**config.mk**
```make
export PLATFORM = sky130hd
export DESIGN_NAME = seg_frame_rx
export DESIGN_NICKNAME = d
export VERILOG_FILES = /design/src/rtl/seg_frame_pkg.sv /design/src/rtl/seg_sync2.sv /design/src/rtl/seg_shift_front.sv /design/src/rtl/seg_bank_latch.sv /design/src/rtl/seg_frame_rx.sv
export SDC_FILE = /design/constraint.sdc
export NUM_CORES = 1
export LEC_CHECK = 0
export BUFFER_PORTS_ARGS = -buffer_cell sky130_fd_sc_hd__clkbuf_2
export CELL_PAD_IN_SITES_DETAIL_PLACEMENT = 1
export CELL_PAD_IN_SITES_GLOBAL_PLACEMENT = 2
export CORE_MARGIN = 3
export CORE_UTILIZATION = 36
export CTS_CLUSTER_DIAMETER = 30
export DETAILED_ROUTE_END_ITERATION = 8
export PLACE_DENSITY_LB_ADDON = 0.1
export SYNTH_ARGS = -nofsm -noshare
export SYNTH_HDL_FRONTEND = slang
export SYNTH_SLANG_ARGS = --single-unit
```
**constraint.sdc**
```tcl
create_clock -name clk -period 2.6 [get_ports clk]
set_input_delay 0.13 -clock clk [delete_from_list [all_inputs] [get_ports clk]]
set_output_delay 0.13 -clock clk [all_outputs]
set_load 0.05 [all_outputs]
```
**src/rtl/seg_frame_pkg.sv**
```systemverilog
// Package: shared constants for the serial display-data receiver.
// Assumes one group layout is used for both groups of a two-group transfer.
package seg_frame_pkg;
    localparam int GROUP_BITS = 64;
    localparam int ADDR_BITS  = 8;
    localparam int SEG_BITS   = 53;
    localparam logic [7:0] DEV_ADDR = 8'hA2;
endpackage

```
**src/rtl/seg_sync2.sv**
```systemverilog
// Module: seg_sync2
// Two-flop synchroniser for a vector of independent asynchronous bits.
// Assumes each bit is a level signal held for several core cycles.
module seg_sync2 #(
    parameter int WIDTH = 3
) (
    input  logic             clk,
    input  logic             rst_n,
    input  logic [WIDTH-1:0] d_async,
    output logic [WIDTH-1:0] q_sync
);
    genvar gi;
    generate
        for (gi = 0; gi < WIDTH; gi++) begin : g_bit
            logic meta_q;
            logic safe_q;
            // Two-stage capture of one asynchronous bit
            always_ff @(posedge clk) begin
                if (!rst_n) begin
                    meta_q <= 1'b0;
                    safe_q <= 1'b0;
                end else begin
                    meta_q <= d_async[gi];
                    safe_q <= meta_q;
                end
            end
            assign q_sync[gi] = safe_q;
        end
    endgenerate
endmodule

```
**src/rtl/seg_shift_front.sv**
```systemverilog
// Module: seg_shift_front
// Edge detection on the synchronised link, bit counting and the shift register.
// Shifting is qualified by the previous select level, so a serial-clock rise
// that arrives with the select fall still counts. The commit request is issued
// one cycle after the fall, once that last shift has landed.
module seg_shift_front #(
    parameter int GROUP_W = 64,
    parameter int CNT_W   = 8
) (
    input  logic                 clk,
    input  logic                 rst_n,
    input  logic                 sel_s,
    input  logic                 sclk_s,
    input  logic                 sdat_s,
    output logic [2*GROUP_W-1:0] shreg,
    output logic [CNT_W-1:0]     bit_cnt,
    output logic                 commit_req,
    output logic                 sel_prev
);
    localparam int FULL_W = 2 * GROUP_W;
    localparam logic [CNT_W-1:0] CNT_CAP = CNT_W'(FULL_W + 1);

    logic sclk_prev;
    logic sel_rise, sel_fall, shift_en;

    assign sel_rise = sel_s & ~sel_prev;
    assign sel_fall = ~sel_s & sel_prev;
    assign shift_en = sclk_s & ~sclk_prev & sel_prev;

    // Remember previous synchronised levels for edge detection
    always_ff @(posedge clk) begin
        if (!rst_n) begin
            sel_prev  <= 1'b0;
            sclk_prev <= 1'b0;
        end else begin
            sel_prev  <= sel_s;
            sclk_prev <= sclk_s;
        end
    end

    // Count shifted bits, saturating one past the longest legal length
    always_ff @(posedge clk) begin
        if (!rst_n) begin
            bit_cnt <= '0;
        end else if (sel_rise) begin
            bit_cnt <= '0;
        end else if (shift_en && bit_cnt != CNT_CAP) begin
            bit_cnt <= bit_cnt + 1'b1;
        end
    end

    // Shift right so the newest bit enters at the top
    always_ff @(posedge clk) begin
        if (!rst_n) begin
            shreg <= '0;
        end else if (shift_en) begin
            shreg <= {sdat_s, shreg[FULL_W-1:1]};
        end
    end

    // Delay the select fall by one cycle to form the commit request
    always_ff @(posedge clk) begin
        if (!rst_n) begin
            commit_req <= 1'b0;
        end else begin
            commit_req <= sel_fall;
        end
    end
endmodule

```
**src/rtl/seg_bank_latch.sv**
```systemverilog
// Module: seg_bank_latch
// Decodes the shift register on a commit request and updates the display bank.
// Assumes that after n shifts bit i of the transfer sits at shreg[FULL_W-n+i].
module seg_bank_latch #(
    parameter int GROUP_W = 64,
    parameter int ADDR_W  = 8,
    parameter int SEG_W   = 53,
    parameter int CNT_W   = 8,
    parameter logic [ADDR_W-1:0] ADDR_VAL = 8'hA2
) (
    input  logic                 clk,
    input  logic                 rst_n,
    input  logic [2*GROUP_W-1:0] shreg,
    input  logic [CNT_W-1:0]     bit_cnt,
    input  logic                 commit_req,
    output logic [2*SEG_W-1:0]   seg_q,
    output logic                 duty_q
);
    localparam int DATA_LO = ADDR_W;
    localparam int DATA_HI = ADDR_W + SEG_W - 1;
    localparam int DP_POS  = GROUP_W - 1;
    localparam logic [CNT_W-1:0] LEN_ONE = CNT_W'(GROUP_W);
    localparam logic [CNT_W-1:0] LEN_TWO = CNT_W'(2 * GROUP_W);

    logic [GROUP_W-1:0] grp_first, grp_last;
    logic ok_first, ok_last;
    logic unused_dc;

    assign grp_first = shreg[GROUP_W-1:0];
    assign grp_last  = shreg[2*GROUP_W-1:GROUP_W];
    assign ok_first  = (grp_first[ADDR_W-1:0] == ADDR_VAL);
    assign ok_last   = (grp_last[ADDR_W-1:0] == ADDR_VAL);
    assign unused_dc = ^{grp_first[DP_POS-1:DATA_HI+1], grp_last[DP_POS-1:DATA_HI+1]};

    // Commit a well-formed transfer into the display bank
    always_ff @(posedge clk) begin
        if (!rst_n) begin
            seg_q  <= '0;
            duty_q <= 1'b0;
        end else if (commit_req) begin
            if (bit_cnt == LEN_ONE && ok_last) begin
                seg_q[SEG_W-1:0] <= grp_last[DATA_HI:DATA_LO];
                duty_q           <= grp_last[DP_POS];
            end else if (bit_cnt == LEN_TWO && ok_first && ok_last) begin
                seg_q[SEG_W-1:0]       <= grp_first[DATA_HI:DATA_LO];
                seg_q[2*SEG_W-1:SEG_W] <= grp_last[DATA_HI:DATA_LO];
                duty_q                 <= grp_last[DP_POS];
            end
        end
    end
endmodule

```
**src/rtl/seg_frame_rx.sv**
```systemverilog
// Module: seg_frame_rx (top)
// Serial display-data receiver: synchronises the three link inputs, shifts in
// one or two 64-bit groups and commits them to registered outputs on select fall.
// Assumes the link levels last at least three core cycles each.
module seg_frame_rx #(
    parameter int GROUP_W = seg_frame_pkg::GROUP_BITS,
    parameter int ADDR_W  = seg_frame_pkg::ADDR_BITS,
    parameter int SEG_W   = seg_frame_pkg::SEG_BITS,
    parameter logic [ADDR_W-1:0] ADDR_VAL = seg_frame_pkg::DEV_ADDR
) (
    input  logic               clk,
    input  logic               rst_n,
    input  logic               ser_sel,
    input  logic               ser_clk,
    input  logic               ser_dat,
    output logic [2*SEG_W-1:0] seg_out,
    output logic               duty_half
);
    localparam int CNT_W = $clog2(2 * GROUP_W + 2);

    logic [2:0]           w_sync;
    logic [2*GROUP_W-1:0] w_sr;
    logic [CNT_W-1:0]     w_cnt;
    logic                 w_commit;
    logic                 w_sel_prev;

    seg_sync2 #(.WIDTH(3)) u_sync (
        .clk     (clk),
        .rst_n   (rst_n),
        .d_async ({ser_dat, ser_clk, ser_sel}),
        .q_sync  (w_sync)
    );

    seg_shift_front #(.GROUP_W(GROUP_W), .CNT_W(CNT_W)) u_front (
        .clk        (clk),
        .rst_n      (rst_n),
        .sel_s      (w_sync[0]),
        .sclk_s     (w_sync[1]),
        .sdat_s     (w_sync[2]),
        .shreg      (w_sr),
        .bit_cnt    (w_cnt),
        .commit_req (w_commit),
        .sel_prev   (w_sel_prev)
    );

    seg_bank_latch #(
        .GROUP_W (GROUP_W),
        .ADDR_W  (ADDR_W),
        .SEG_W   (SEG_W),
        .CNT_W   (CNT_W),
        .ADDR_VAL(ADDR_VAL)
    ) u_latch (
        .clk        (clk),
        .rst_n      (rst_n),
        .shreg      (w_sr),
        .bit_cnt    (w_cnt),
        .commit_req (w_commit),
        .seg_q      (seg_out),
        .duty_q     (duty_half)
    );
endmodule

```
# Yosys cells after proc, flatten, opt, wreduce, memory -nomap -nowiden
# Cells that the tools add are included.
# Widths: inputs -> output; s select.
word_totals:
  reg_bits: 252
  wordCells: 41
  out_inout_bits: 107
  inputBits: 5
op_classes:
  n_addsub: 1
  eq_ne: 5
  n_reduce_logical: 8
  n_bitwise: 9
  muxes: 4
ops:
  columns: ["operator", "n"]
  rows:
  - ["$mux 53", 2]
  - ["$eq 8x8->1 const B", 3]
  - ["$add 8x1->8 const B", 1]
  - ["$eq 8x7->1 const B", 1]
  - ["$ne 8x8->1 const B", 1]
  - ["$not 1->1", 5]
  - ["$and 1x1->1", 4]
  - ["$logic_and 1x1->1", 4]
  - ["$reduce_and 3->1", 1]
  - ["$mux 1", 2]
  - ["$reduce_and 2->1", 1]
  - ["$reduce_bool 2->1", 1]
  - ["$reduce_or 2->1", 1]

# Longest topological paths before layout
depth:
  word_depth: 5
  ltp_mapped: 8
  ltp_nobuf: 6

# Hierarchy
# Synthesis repeated with hierarchy kept, for this count alone.
hier_totals:
  cells_unflattened: 1068
  hier_area_um2: 10329.9
modules_own_cells:
  columns: ["module", "cells_per_inst", "instances", "seq_area_each_um2", "area_per_inst_um2"]
  rows:
  - ["seg_shift_front", 611, 1, 2782.7, 5193.7]
  - ["seg_bank_latch", 442, 1, 2142.1, 4956.0]
  - ["seg_sync2", 15, 1, 120.1, 180.2]

# Least setup slack after synthesis
# No wires, ideal clock.
synth_path:
  kind: "reg-to-reg"
  start: "reg u_front.bit_cnt[0]"
  end: "reg u_latch.seg_q[10]"
  setup_slack_ns: 0.458
  required_time_ns: 2.478
  arrival_time_ns: 2.021
  period_less_slack_ns: 2.142
  path_buffers: 2
  setup_ns: 0.122
  stages_incl_launch_ff: 9
  path_cell_list: "dfxtp_1 -> inv_1 -> ha_1 -> or4b_4 -> or4_1 -> buf_4 -> buf_6 -> mux2i_1 -> a21oi_1"
synth_via:
  elab_chain_cells: 5
  word_cells_on_any_way: 8
  classes_between: "eq/ne (2); mux (1); reduce/logical (5)"
synth_rtl:
  columns: ["item", "line_no", "source"]
  rows:
  - ["from (decl)", "seg_shift_front.sv:16", "output logic [CNT_W-1:0] bit_cnt,"]
  - ["from (signal assigned)", "seg_shift_front.sv:48", "bit_cnt <= bit_cnt + 1'b1;"]
  - ["$eq 8x8->1", "seg_bank_latch.sv:44", "end else if (bit_cnt == LEN_TWO && ok_first && ok_last) begin"]
  - ["$logic_and 1x1->1 (2 in a row)", "seg_bank_latch.sv:44", null]
  - ["$reduce_bool 2->1 (no source line)", null, null]
  - ["$reduce_and 2->1 (no source line)", null, null]
  - ["to (signal, indexed assignment)", "seg_bank_latch.sv:42", "seg_q[SEG_W-1:0] <= grp_last[DATA_HI:DATA_LO];"]
  - ["to (signal, indexed assignment)", "seg_bank_latch.sv:45", "seg_q[SEG_W-1:0] <= grp_first[DATA_HI:DATA_LO];"]
  - ["to (signal, indexed assignment)", "seg_bank_latch.sv:46", "seg_q[2*SEG_W-1:SEG_W] <= grp_last[DATA_HI:DATA_LO];"]
  - ["to (decl)", "seg_bank_latch.sv:16", "output logic [2*SEG_W-1:0] seg_q,"]
# Several ways; a longest one is shown, not always the timed one.
# A chain may end at the register's enable or synchronous reset.

# Worst setup path after layout
layout_path:
  start: "reg u_front.bit_cnt[0]"
  end: "reg u_latch.seg_q[44]"
# The elaborated chain is that of the path after synthesis.

==> results_dict.tcl <==
set metrics [dict create \
    critPathMaxFanout 12 \
    grt_pass1_vias 9391 \
    cts_made_buffers 68 \
    cts.sinks 252 \
    irDropWorstVdd_v 0.000585 \
    final_area_um2 13700 \
    worstPathRequired_ns 2.99 \
    clock_path_buffers 3 \
    post_dp_cell_area_um2 11300 \
    antenna_found_initial 0 \
    synth-simple-area-share_pct 17.8 \
    grt_overflow_total 0 \
    firstDrtPassIters 4 \
    synth_xor_area_share_pct 0.588 \
    holdCritStartpoint "rst_n" \
    place_ws_ns 0.129 \
    area_growth_pct 31.1 \
    synthAdderAreaFrac_pct 0.360 \
    power-per-cell-area_nw_per_um2 904 \
    cts_tree "yes" \
    hold_violations 0 \
    synthMuxAreaShare_pct 5.28 \
    min_to "u_latch.seg_q[13]" \
    initial_core_util_pct 37.0 \
    grt_max_degree 81 \
    yosysTopAreaCell "dfxtp_1" \
    fin_tns_setup_ns 0 \
    synth_top_cell_area_share_pct 48.4 \
    cellLeakagePower_nw 5.49 \
    coreArea_um2 28200 \
    vias 8807 \
    reg2reg_depth 7 \
    cts_setup_buffers 0 \
    die_w_um 176 \
    syn_avg_cell_area_um2 8.84 \
    period_share_pct 92.2 \
    setup_viol 0 \
    timing.rr.end "u_latch.seg_q[44]" \
    layout-drive-gt1-share_pct 19.0 \
    drv_cap 0 \
    fin_nets 1292 \
    drt_iter0_drc 365 \
    wirelength_um 30100 \
    crit_type "reg -> reg" \
    clkSlewWorstSetupHoldPaths_ns 0.04 \
    min_period_ns 2.40 \
    grt_usage_pct 19.6 \
    synth_compound_area_share_pct 23.0 \
    worst_pin_slew_ns 0.774 \
    finClkSkew_ns 0.0122 \
    r2r-start "u_front.bit_cnt[0]" \
    wl_per_cell_um 17.6 \
    clock.fmax_mhz 417 \
    h-tree-depth 3 \
    drc 0 \
    worst_hold_path.num_cells 3 \
    synth_nets 1187 \
    synth_edf_count 0 \
    io_pins 112 \
    post-route-util_pct 48.5 \
    antenna_cells 0 \
    arrival_ns 2.79 \
    synth_seq_cells 252 \
    dp_hpwl_um 17000 \
    grt_pass1_wl_um 49900 \
    syn_inst 1179 \
    ys_warn_count 0 \
    cts-root-buf "clkbuf_16" \
    hold_path.class "in -> reg" \
    slew_viol_final 0 \
    timing.final.ws_setup_ns 0.204 \
    syn_area_um2 10400 \
    clock_latency_ns 0.53 \
    finalPower_w 0.0124 \
    gp_congestion 0.718 \
    async_reset_ff_share_pct 0 \
    synth-seq-area-share_pct 48.4 \
    detail_route.vias_per_cell 5.15 \
    slew-limit-headroom_pct 48.4 \
    port-buffer-count 111 \
    ys_types 39 \
    critPathLaunchType "flop" \
    placementRows 61 \
    synth_top_family_by_area "compound AO/OA/AOI/OAI gates" \
    grt_setup_unrepaired "false" \
    status "completed" \
    cp-end-kind "flop" \
    antenna_left 0 \
    die_area_um2 31000 \
    r2r_slack_ns 0.20 \
    die_y_um 176 \
    synthTopCellsByArea "dfxtp_1, a21boi_0, nand2_1" \
    ys.flop_type "dfxtp_1" \
]
flip-flops by register name (all words and copies together), names as in the netlist:
signal,flops
u_front.shreg,128
u_latch.seg_q,106
u_front.bit_cnt,8
u_sync.g_bit.meta_q,3
u_sync.g_bit.safe_q,3
u_front.commit_req,1
u_front.sclk_prev,1
u_front.sel_prev,1
u_latch.duty_q,1
layer usage:
layer	vias up	wire (um)	GRT usage, %
met4	0	478	6.27
met2	136	14100	33.3
met1	4302	14400	25.2
met5	-	0	0
li1	4329	-	-
met3	40	1090	3.51
worst max path at each step:
stage | from | end | slack [ns] | cells past startpoint
after floorplan | u_front.bit_cnt[0] | u_latch.seg_q[10] | 0.46 | 8
final | u_front.bit_cnt[0] | u_latch.seg_q[44] | 0.20 | 7
after global placement | u_front.bit_cnt[0] | u_latch.seg_q[41] | 0.25 | 7
after global routing | u_front.bit_cnt[0] | u_latch.seg_q[45] | 0.06 | 7
after CTS | u_front.bit_cnt[0] | u_latch.seg_q[35] | 0.12 | 7
after detailed placement | u_front.bit_cnt[0] | u_latch.seg_q[35] | 0.13 | 7
cell families after synthesis:
| logic type | count (synthesis) |
|---|---|
| AND/OR/NAND/NOR | 407 |
| AO/OA/AOI/OAI | 344 |
| flip-flops | 252 |
| buffers and inverters | 111 |
| multiplexers | 55 |
| XOR/XNOR | 7 |
| adder cells (fa/ha/maj) | 3 |
final cells by class:
class | count | area (um^2)
well taps | 378 | 473
clock inverters | 16 | 262
inverters | 4 | 15.0
flip-flops and latches | 252 | 5040
fillers | 3172 | 14500
clock buffers | 103 | 2060
repair buffers | 142 | 893
multi-input cells | 816 | 4920
power breakdown:
part / switching [W] / internal (W) / total [W]
registers: 0.00000281 / 0.00389 / 0.00389
logic: 0.0000684 / 0.0000542 / 0.000123
clock network: 0.00230 / 0.00605 / 0.00835
total: 0.00237 / 0.00999 / 0.0124
per-stage QoR:
stage,hold slack (ns),cells
global placement,0.354,1589
CTS,0.110,1711
floorplan,0.257,1179
finish,0.0839,1711
detailed placement,0.361,1589
global route,0.130,1711
synthesized netlist by cell type (3+ instances only):
library cell    n
nand2_1       260
dfxtp_1       252
a21boi_0      146
clkbuf_1       82
mux2i_1        55
a21oi_1        53
nand2b_1       53
nand3_1        53
o21ai_0        53
o221ai_1       53
a21boi_1       35
buf_2          16
nor2_1          9
and2_1          8
buf_6           5
inv_1           4
xnor2_1         4
ha_1            3
nand4_1         3
or4b_1          3
or4bb_1         3
xor2_1          3
critical path: stages (launching register included):
cell,delay (ns)
dfxtp_1,0.34
inv_1,0.08
ha_1,0.14
or4b_4,0.49
or4_4,0.69
buf_4,0.27
mux2i_1,0.17
a21oi_1,0.08
placed cells by master, fill, tap and decap left out, drive strengths merged, types with 2 or more instances in the layout:
master,instances
o221ai,53
and2,8
clkbuf,213
or4b,4
nor3,4
dlygate4sd3,3
clkinv,7
o21ai,54
ha,3
mux2i,55
bufinv,7
and3,2
nand2b,53
or4bb,3
nand4,3
dfxtp,252
nand2,260
inv,5
xor2,3
nand3,53
or3,2
xnor2,4
nor2,9
a21oi,54
buf,29
a21boi,181
repair_timing:
| action | in CTS | in global routing |
|---|---|---|
| hold endpoints to repair | 3 | 0 |
| resized for setup | 0 | 1 |
| setup endpoints to repair | 0 | 1 |
| hold buffers | 3 | 0 |
No activity file was read; power rests on OpenSTA's default activity.
